### src/rtl/rfe_pkg.sv
package rfe_pkg;
    localparam int          DATA_W      = 32;
    localparam int          ADDR_W      = 4;
    localparam int          MASK_BITS   = 32;
    localparam int          BUSY_BIT    = 28;
    localparam logic [31:0] REFUSE_WORD = 32'hA000_0000;

    localparam logic [ADDR_W-1:0] RA_STATUS  = 4'd0;
    localparam logic [ADDR_W-1:0] RA_DRAW    = 4'd1;
    localparam logic [ADDR_W-1:0] RA_FG      = 4'd2;
    localparam logic [ADDR_W-1:0] RA_PIXMASK = 4'd3;
    localparam logic [ADDR_W-1:0] RA_PLANE   = 4'd4;
    localparam logic [ADDR_W-1:0] RA_RECT_Y  = 4'd5;
    localparam logic [ADDR_W-1:0] RA_RECT_X  = 4'd6;
    localparam logic [ADDR_W-1:0] RA_ALU     = 4'd7;
    localparam logic [ADDR_W-1:0] RA_PIXPOS  = 4'd8;
    localparam logic [ADDR_W-1:0] RA_PIXDATA = 4'd9;
endpackage

### src/rtl/rfe_frame.sv
module rfe_frame #(
    parameter int DEPTH = 128,
    parameter int PIX_W = 8,
    parameter int AW    = 7
) (
    input  logic             clk,
    input  logic             rst_n,
    input  logic             we,
    input  logic [AW-1:0]    waddr,
    input  logic [PIX_W-1:0] wdata,
    input  logic [AW-1:0]    ra_addr,
    output logic [PIX_W-1:0] ra_data,
    input  logic [AW-1:0]    rb_addr,
    output logic [PIX_W-1:0] rb_data
);
    logic [PIX_W-1:0] words [DEPTH];

    for (genvar g = 0; g < DEPTH; g++) begin : g_word
        logic [PIX_W-1:0] word_d, word_q;

        always_comb begin
            word_d = word_q;
            if (we && (waddr == AW'(g)))
                word_d = wdata;
        end

        always_ff @(posedge clk or negedge rst_n) begin
            if (!rst_n) word_q <= '0;
            else        word_q <= word_d;
        end

        assign words[g] = word_q;
    end

    assign ra_data = (int'(ra_addr) < DEPTH) ? words[ra_addr] : '0;
    assign rb_data = (int'(rb_addr) < DEPTH) ? words[rb_addr] : '0;
endmodule

### src/rtl/rfe_fill.sv
module rfe_fill
    import rfe_pkg::*;
#(
    parameter int FRAME_W = 16,
    parameter int FRAME_H = 8,
    parameter int PIX_W   = 8,
    parameter int XW      = 5,
    parameter int YW      = 4,
    parameter int AW      = 7
) (
    input  logic                 clk,
    input  logic                 rst_n,
    input  logic                 start,
    input  logic [XW-1:0]        x0,
    input  logic [YW-1:0]        y0,
    input  logic [XW-1:0]        x1,
    input  logic [YW-1:0]        y1,
    input  logic [PIX_W-1:0]     fg,
    input  logic [MASK_BITS-1:0] pixm,
    input  logic [PIX_W-1:0]     plane,
    input  logic [PIX_W-1:0]     mem_rdata,
    output logic                 busy,
    output logic                 mem_we,
    output logic [AW-1:0]        mem_addr,
    output logic [PIX_W-1:0]     mem_wdata
);
    localparam int SELW = $clog2(MASK_BITS);

    typedef struct packed {
        logic          busy;
        logic [XW-1:0] cx;
        logic [YW-1:0] cy;
        logic [XW-1:0] left;
        logic [XW-1:0] xend;
        logic [YW-1:0] yend;
    } walk_t;

    walk_t st_d, st_q;

    always_comb begin
        st_d      = st_q;
        mem_we    = 1'b0;
        mem_addr  = AW'(int'(st_q.cy) * FRAME_W + int'(st_q.cx));
        mem_wdata = (mem_rdata & ~plane) | (fg & plane);
        if (st_q.busy) begin
            mem_we = pixm[SELW'(st_q.cx)];
            if (XW'(st_q.cx + 1'b1) == st_q.xend) begin
                st_d.cx = st_q.left;
                if (YW'(st_q.cy + 1'b1) == st_q.yend)
                    st_d.busy = 1'b0;
                else
                    st_d.cy = YW'(st_q.cy + 1'b1);
            end else begin
                st_d.cx = XW'(st_q.cx + 1'b1);
            end
        end else if (start && (x1 > x0) && (y1 > y0)) begin
            st_d.busy = 1'b1;
            st_d.cx   = x0;
            st_d.cy   = y0;
            st_d.left = x0;
            st_d.xend = x1;
            st_d.yend = y1;
        end
    end

    always_ff @(posedge clk or negedge rst_n) begin
        if (!rst_n) st_q <= '0;
        else        st_q <= st_d;
    end

    assign busy = st_q.busy;
endmodule

### src/rtl/rfe_regs.sv
module rfe_regs
    import rfe_pkg::*;
#(
    parameter int FRAME_W = 16,
    parameter int FRAME_H = 8,
    parameter int PIX_W   = 8,
    parameter int XW      = 5,
    parameter int YW      = 4,
    parameter int AW      = 7
) (
    input  logic                 clk,
    input  logic                 rst_n,
    input  logic                 wr_en,
    input  logic                 rd_en,
    input  logic [ADDR_W-1:0]    addr,
    input  logic [DATA_W-1:0]    wr_data,
    output logic [DATA_W-1:0]    rd_data,
    input  logic                 busy,
    output logic                 start,
    output logic [XW-1:0]        x0,
    output logic [YW-1:0]        y0,
    output logic [XW-1:0]        x1,
    output logic [YW-1:0]        y1,
    output logic [PIX_W-1:0]     fg,
    output logic [MASK_BITS-1:0] pixm,
    output logic [PIX_W-1:0]     plane,
    output logic                 pix_we,
    output logic [AW-1:0]        pix_addr,
    output logic [PIX_W-1:0]     pix_wdata,
    input  logic [PIX_W-1:0]     pix_rdata
);
    typedef struct packed {
        logic [PIX_W-1:0]     fg;
        logic [MASK_BITS-1:0] pixm;
        logic [PIX_W-1:0]     plane;
        logic [DATA_W-1:0]    alu;
        logic [YW-1:0]        hold_y;
        logic [XW-1:0]        ax;
        logic [YW-1:0]        ay;
        logic [XW-1:0]        bx;
        logic [YW-1:0]        by;
        logic                 second;
        logic                 armed;
        logic [15:0]          pos_x;
        logic [15:0]          pos_y;
        logic [DATA_W-1:0]    rd;
    } regs_t;

    regs_t st_d, st_q;
    logic  pos_ok;

    function automatic logic [XW-1:0] clamp_x(input logic [15:0] v);
        if (v > 16'(FRAME_W)) return XW'(FRAME_W);
        return XW'(v);
    endfunction

    function automatic logic [YW-1:0] clamp_y(input logic [15:0] v);
        if (v > 16'(FRAME_H)) return YW'(FRAME_H);
        return YW'(v);
    endfunction

    assign pos_ok   = (st_q.pos_x < 16'(FRAME_W)) && (st_q.pos_y < 16'(FRAME_H));
    assign pix_addr = AW'(int'(st_q.pos_y) * FRAME_W + int'(st_q.pos_x));

    always_comb begin
        st_d      = st_q;
        start     = 1'b0;
        pix_we    = 1'b0;
        pix_wdata = wr_data[PIX_W-1:0];
        if (wr_en && !busy) begin
            case (addr)
                RA_FG:      st_d.fg     = wr_data[PIX_W-1:0];
                RA_PIXMASK: st_d.pixm   = wr_data[MASK_BITS-1:0];
                RA_PLANE:   st_d.plane  = wr_data[PIX_W-1:0];
                RA_ALU:     st_d.alu    = wr_data;
                RA_RECT_Y:  st_d.hold_y = clamp_y(wr_data[15:0]);
                RA_RECT_X: begin
                    if (!st_q.second) begin
                        st_d.ax     = clamp_x(wr_data[15:0]);
                        st_d.ay     = st_q.hold_y;
                        st_d.second = 1'b1;
                        st_d.armed  = 1'b0;
                    end else begin
                        st_d.bx     = clamp_x(wr_data[15:0]);
                        st_d.by     = st_q.hold_y;
                        st_d.second = 1'b0;
                        st_d.armed  = 1'b1;
                    end
                end
                RA_PIXPOS: begin
                    st_d.pos_x = wr_data[15:0];
                    st_d.pos_y = wr_data[31:16];
                end
                RA_PIXDATA: pix_we = pos_ok;
                default: ;
            endcase
        end
        if (rd_en) begin
            case (addr)
                RA_STATUS:  st_d.rd = DATA_W'({busy, {BUSY_BIT{1'b0}}});
                RA_DRAW: begin
                    if (busy) begin
                        st_d.rd = REFUSE_WORD;
                    end else begin
                        st_d.rd = '0;
                        if (st_q.armed) begin
                            start      = 1'b1;
                            st_d.armed = 1'b0;
                        end
                    end
                end
                RA_FG:      st_d.rd = DATA_W'(st_q.fg);
                RA_PIXMASK: st_d.rd = DATA_W'(st_q.pixm);
                RA_PLANE:   st_d.rd = DATA_W'(st_q.plane);
                RA_ALU:     st_d.rd = st_q.alu;
                RA_PIXPOS:  st_d.rd = {st_q.pos_y, st_q.pos_x};
                RA_PIXDATA: st_d.rd = pos_ok ? DATA_W'(pix_rdata) : '0;
                default:    st_d.rd = '0;
            endcase
        end
    end

    always_ff @(posedge clk or negedge rst_n) begin
        if (!rst_n) begin
            st_q       <= '0;
            st_q.pixm  <= '1;
            st_q.plane <= '1;
        end else begin
            st_q <= st_d;
        end
    end

    assign rd_data = st_q.rd;
    assign x0      = st_q.ax;
    assign y0      = st_q.ay;
    assign x1      = st_q.bx;
    assign y1      = st_q.by;
    assign fg      = st_q.fg;
    assign pixm    = st_q.pixm;
    assign plane   = st_q.plane;
endmodule

### src/rtl/rect_fill_engine.sv
module rect_fill_engine
    import rfe_pkg::*;
#(
    parameter int FRAME_W = 16,
    parameter int FRAME_H = 8,
    parameter int PIX_W   = 8
) (
    input  logic              clk,
    input  logic              rst_n,
    input  logic              wr_en,
    input  logic              rd_en,
    input  logic [ADDR_W-1:0] addr,
    input  logic [DATA_W-1:0] wr_data,
    output logic [DATA_W-1:0] rd_data
);
    localparam int DEPTH = FRAME_W * FRAME_H;
    localparam int XW    = $clog2(FRAME_W + 1);
    localparam int YW    = $clog2(FRAME_H + 1);
    localparam int AW    = (DEPTH > 1) ? $clog2(DEPTH) : 1;

    logic                 fill_busy, fill_start, fill_we, pix_we;
    logic [XW-1:0]        cx0, cx1;
    logic [YW-1:0]        cy0, cy1;
    logic [PIX_W-1:0]     fg, plane, fill_wdata, fill_rdata, pix_wdata, pix_rdata;
    logic [MASK_BITS-1:0] pixm;
    logic [AW-1:0]        fill_addr, pix_addr;
    logic                 mem_we;
    logic [AW-1:0]        mem_waddr;
    logic [PIX_W-1:0]     mem_wdata;

    rfe_regs #(
        .FRAME_W(FRAME_W), .FRAME_H(FRAME_H), .PIX_W(PIX_W),
        .XW(XW), .YW(YW), .AW(AW)
    ) u_regs (
        .clk(clk), .rst_n(rst_n), .wr_en(wr_en), .rd_en(rd_en), .addr(addr),
        .wr_data(wr_data), .rd_data(rd_data), .busy(fill_busy), .start(fill_start),
        .x0(cx0), .y0(cy0), .x1(cx1), .y1(cy1), .fg(fg), .pixm(pixm), .plane(plane),
        .pix_we(pix_we), .pix_addr(pix_addr), .pix_wdata(pix_wdata), .pix_rdata(pix_rdata)
    );

    rfe_fill #(
        .FRAME_W(FRAME_W), .FRAME_H(FRAME_H), .PIX_W(PIX_W),
        .XW(XW), .YW(YW), .AW(AW)
    ) u_fill (
        .clk(clk), .rst_n(rst_n), .start(fill_start),
        .x0(cx0), .y0(cy0), .x1(cx1), .y1(cy1), .fg(fg), .pixm(pixm), .plane(plane),
        .mem_rdata(fill_rdata), .busy(fill_busy), .mem_we(fill_we),
        .mem_addr(fill_addr), .mem_wdata(fill_wdata)
    );

    assign mem_we    = fill_we | pix_we;
    assign mem_waddr = fill_busy ? fill_addr  : pix_addr;
    assign mem_wdata = fill_busy ? fill_wdata : pix_wdata;

    rfe_frame #(.DEPTH(DEPTH), .PIX_W(PIX_W), .AW(AW)) u_frame (
        .clk(clk), .rst_n(rst_n), .we(mem_we), .waddr(mem_waddr), .wdata(mem_wdata),
        .ra_addr(fill_addr), .ra_data(fill_rdata),
        .rb_addr(pix_addr), .rb_data(pix_rdata)
    );
endmodule

### config.mk
export PLATFORM = sky130hd
export DESIGN_NAME = rect_fill_engine
export DESIGN_NICKNAME = d
export VERILOG_FILES = /design/src/rtl/rfe_pkg.sv /design/src/rtl/rfe_frame.sv /design/src/rtl/rfe_fill.sv /design/src/rtl/rfe_regs.sv /design/src/rtl/rect_fill_engine.sv
export SDC_FILE = /design/constraint.sdc
export NUM_CORES = 2
export LEC_CHECK = 0
export BUFFER_PORTS_ARGS = -buffer_cell sky130_fd_sc_hd__buf_2
export CORE_UTILIZATION = 69
export DETAILED_ROUTE_END_ITERATION = 10
export PLACE_DENSITY = 0.86
export SLEW_MARGIN = 30
export SYNTH_ARGS = -nofsm -noshare
export SYNTH_HDL_FRONTEND = slang
export SYNTH_SLANG_ARGS = --single-unit
export TNS_END_PERCENT = 1
### constraint.sdc
create_clock -name clk -period 7.55 [get_ports clk]
set_input_delay 1.1325 -clock clk [delete_from_list [all_inputs] [get_ports clk]]
set_output_delay 1.1325 -clock clk [all_outputs]
set_load 0.005 [all_outputs]
==> results_dict.tcl <==
set metrics [dict create \
    area_delta_synth_final_pct 8.55 \
    pre_cts_ws_ns 2.12 \
    die_h_um 308 \
    p_total_mw 16.9 \
    fillers 5194 \
    place_congestion 0.999 \
    postPlaceCellArea_um2 65900 \
    insertion_delay_ns 0.76 \
    fp.dieW_um 308 \
    antenna_found_initial 8 \
    period_share_pct 72.4 \
    htreeDepth 4 \
    clock_skew_ns 0.0279 \
    fmax_mhz 183 \
    rows 111 \
    initial_core_util_pct 70.2 \
    rsz0062_at_grt "no" \
    cts-root-buf "clkbuf_16" \
    ys_async_sr_fraction_pct 100 \
    syn_nets 4422 \
    synthCells 4367 \
    clk_pin_slew_ns 0.06 \
    synth-edff-count 0 \
    final_hold_viol_count 0 \
    cp-end-kind "flip-flop" \
    final_cell_area_um2 70200 \
    grt_pass1_wl_mm 279 \
    ys_types 79 \
    setup_tns_ns 0 \
    run_status "finished clean" \
    r2r-start "u_fill.st_q[18]" \
    min_path_type "in2async" \
    slew-limit-headroom_pct 24.4 \
    cts_buffers 130 \
    maxCapViolations 0 \
    drive_gt1_share_pct 43.2 \
    crit_fanout 35 \
    regArea_um2 30500 \
    ys_ff_latch 1216 \
    cp.arrival_ns 6.09 \
    cp.required_ns 8.17 \
    synthFlopType "dfrtp_1" \
    synth-seq-area-share_pct 47.1 \
    powerDensity_nw_per_um2 241 \
    layout_setup_ws_ns 2.08 \
    dr.pass1.iters 6 \
    via_per_inst 7.62 \
    critPathLaunchType "flip-flop" \
    cts_setup_buffers 0 \
    cts.sinks 1216 \
    finish.net_count 4299 \
    dpl.hpwl_mm 114 \
    drt_wl_total_mm 182 \
    grt_remaining_overflow 0 \
    die_area_um2 95000 \
    syn_avg_cell_area_um2 14.8 \
    r2r_end "u_frame.g_word[90].word_q[5]" \
    postCtsHoldBufs 0 \
    worst_slew_pin_slew_ns 1.13 \
    r2r_cells 9 \
    ff2ff_setup_slack_ns 2.08 \
    min_period_ns 5.47 \
    drcViolationCount 0 \
    drt_iter0_markers 5871 \
    grt_pass1_vias 43500 \
    final_core_util_pct 76.2 \
    cts-resized-gates 0 \
    grt_use_total_pct 39.7 \
    portBuffers 71 \
    setup_viol 0 \
    routedWlPerCell_um 32.6 \
    cts_buffer_depth 3 \
    grt_max_degree 154 \
    vias 42600 \
    ios 72 \
    netlist_area_um2 64700 \
    ir_drop_mv 0.190 \
    core_area_um2 92200 \
    synth_warnings 0 \
    p_leak_nw 32.6 \
    criticalPathCategory "reg2reg" \
    slew_violations 0 \
    drtAntennaViolNets 0 \
    multiInputGateArea_um2 32400 \
    tritoncts "yes" \
]
Yosys cell counts (29+ instances only):
cell,instances,area share (%)
a222oi_1,29,0.45
mux2_1,333,5.8
inv_1,37,0.21
clkbuf_1,236,1.4
nand2_1,142,0.82
nand3_1,36,0.28
o21ai_0,72,0.56
mux2_2,802,14
a21oi_1,53,0.41
dfstp_2,40,1.6
dfrtp_1,1176,45
buf_4,43,0.50
a221oi_1,33,0.45
buf_1,63,0.37
a22oi_1,71,0.82
mux4_2,531,18
nor2_1,65,0.38
nor2_4,60,1.0
buf_2,59,0.46
mux2i_1,139,2.2
worst max-delay path by stage:
| stage | startpoint | to | cells past startpoint | slack (ns) |
|---|---|---|---|---|
| 4_1_cts | u_fill.st_q[18] | u_frame.g_word[94].word_q[2] | 9 | 2.22 |
| 2_1_floorplan | addr[0] | u_frame.g_word[31].word_q[0] | 10 | 3.87 |
| 3_5_place_dp | addr[0] | u_frame.g_word[90].word_q[5] | 9 | 2.12 |
| 5_1_grt | u_fill.st_q[18] | u_frame.g_word[90].word_q[5] | 9 | 1.97 |
| 3_3_place_gp | addr[0] | u_frame.g_word[94].word_q[5] | 9 | 2.20 |
| 6_report | u_fill.st_q[18] | u_frame.g_word[90].word_q[5] | 9 | 2.08 |
sequential cells by signal, summed over array words and instances, names as in the netlist:
signal,cells
u_regs.st_q,70
u_regs.x0,5
u_fill.st_q,23
u_frame.g_word.word_q,1024
u_regs.pixm,32
u_regs.y1,4
u_regs.y0,4
u_regs.plane,8
u_regs.rd_data,32
u_fill.busy,1
u_regs.x1,5
u_regs.fg,8
cell type report:
class	instances	area share, %
antenna	4	0.0143
clock inverter	39	0.577
multi-input combinational	2702	46.2
inverter	38	0.207
timing repair buffer	156	1.86
sequential	1216	43.4
clock buffer	194	5.50
tap	1243	2.21
critical path: stages, from the launching register on:
cell	delay (ns)
dfrtp_4	0.92
buf_4	0.56
mux4_2	0.34
nor2b_1	0.14
a211oi_1	0.09
o221ai_4	0.62
buf_4	0.59
nand2_4	0.63
nor2_1	0.94
mux2_2	0.43
where the power goes:
group | switching (mW) | total, mW | internal [mW]
combinational | 2.17 | 3.39 | 1.22
sequential | 0.344 | 7.09 | 6.75
clock | 2.70 | 6.43 | 3.73
placed cells by master (no fill, tap or decap), types with 20 or more instances in the layout:
cell       netlist  final
nand4_1         23     23
mux4_2         531    531
nand3_2         24     24
nor2_1          65     63
clkinv_2         0     20
o2bb2ai_1       24     24
mux2_1         333    333
a221oi_1        33     33
mux2_2         802    802
dfrtp_1       1176   1168
nor2_4          60     60
dfstp_2         40     40
a21oi_1         53     53
buf_4           43     56
clkbuf_16        0    132
mux2i_1        139    139
a222oi_1        29     29
clkbuf_8         0     33
inv_1           37     36
buf_2           59     70
nand3_1         36     36
a22oi_1         71     71
o21ai_0         72     72
clkbuf_1       236     29
nand2_1        142    142
cell families after synthesis:
family	synth area share, %
XOR/XNOR	0.286
AO/OA/AOI/OAI	4.38
adder cells (fa/ha/maj)	0.302
buffers and inverters	3.12
flip-flops	47.1
AND/OR/NAND/NOR	4.42
multiplexers	40.4
metrics by stage:
step / hold slack (ns) / instances
after global routing: 0.466 / 5588
after CTS: 0.432 / 5584
after detailed placement: 0.465 / 5351
final: 0.396 / 5592
after global placement: 0.458 / 5350
after floorplan: 0.444 / 4367
layer usage:
metal  global-route usage, %  part of all wire, %
met3                    11.5                   11
met4                    22.7                  6.3
met5                       0                0.040
met1                    53.0                   37
met2                    58.7                   46
Note: power is estimated with default switching activity, not from simulation.
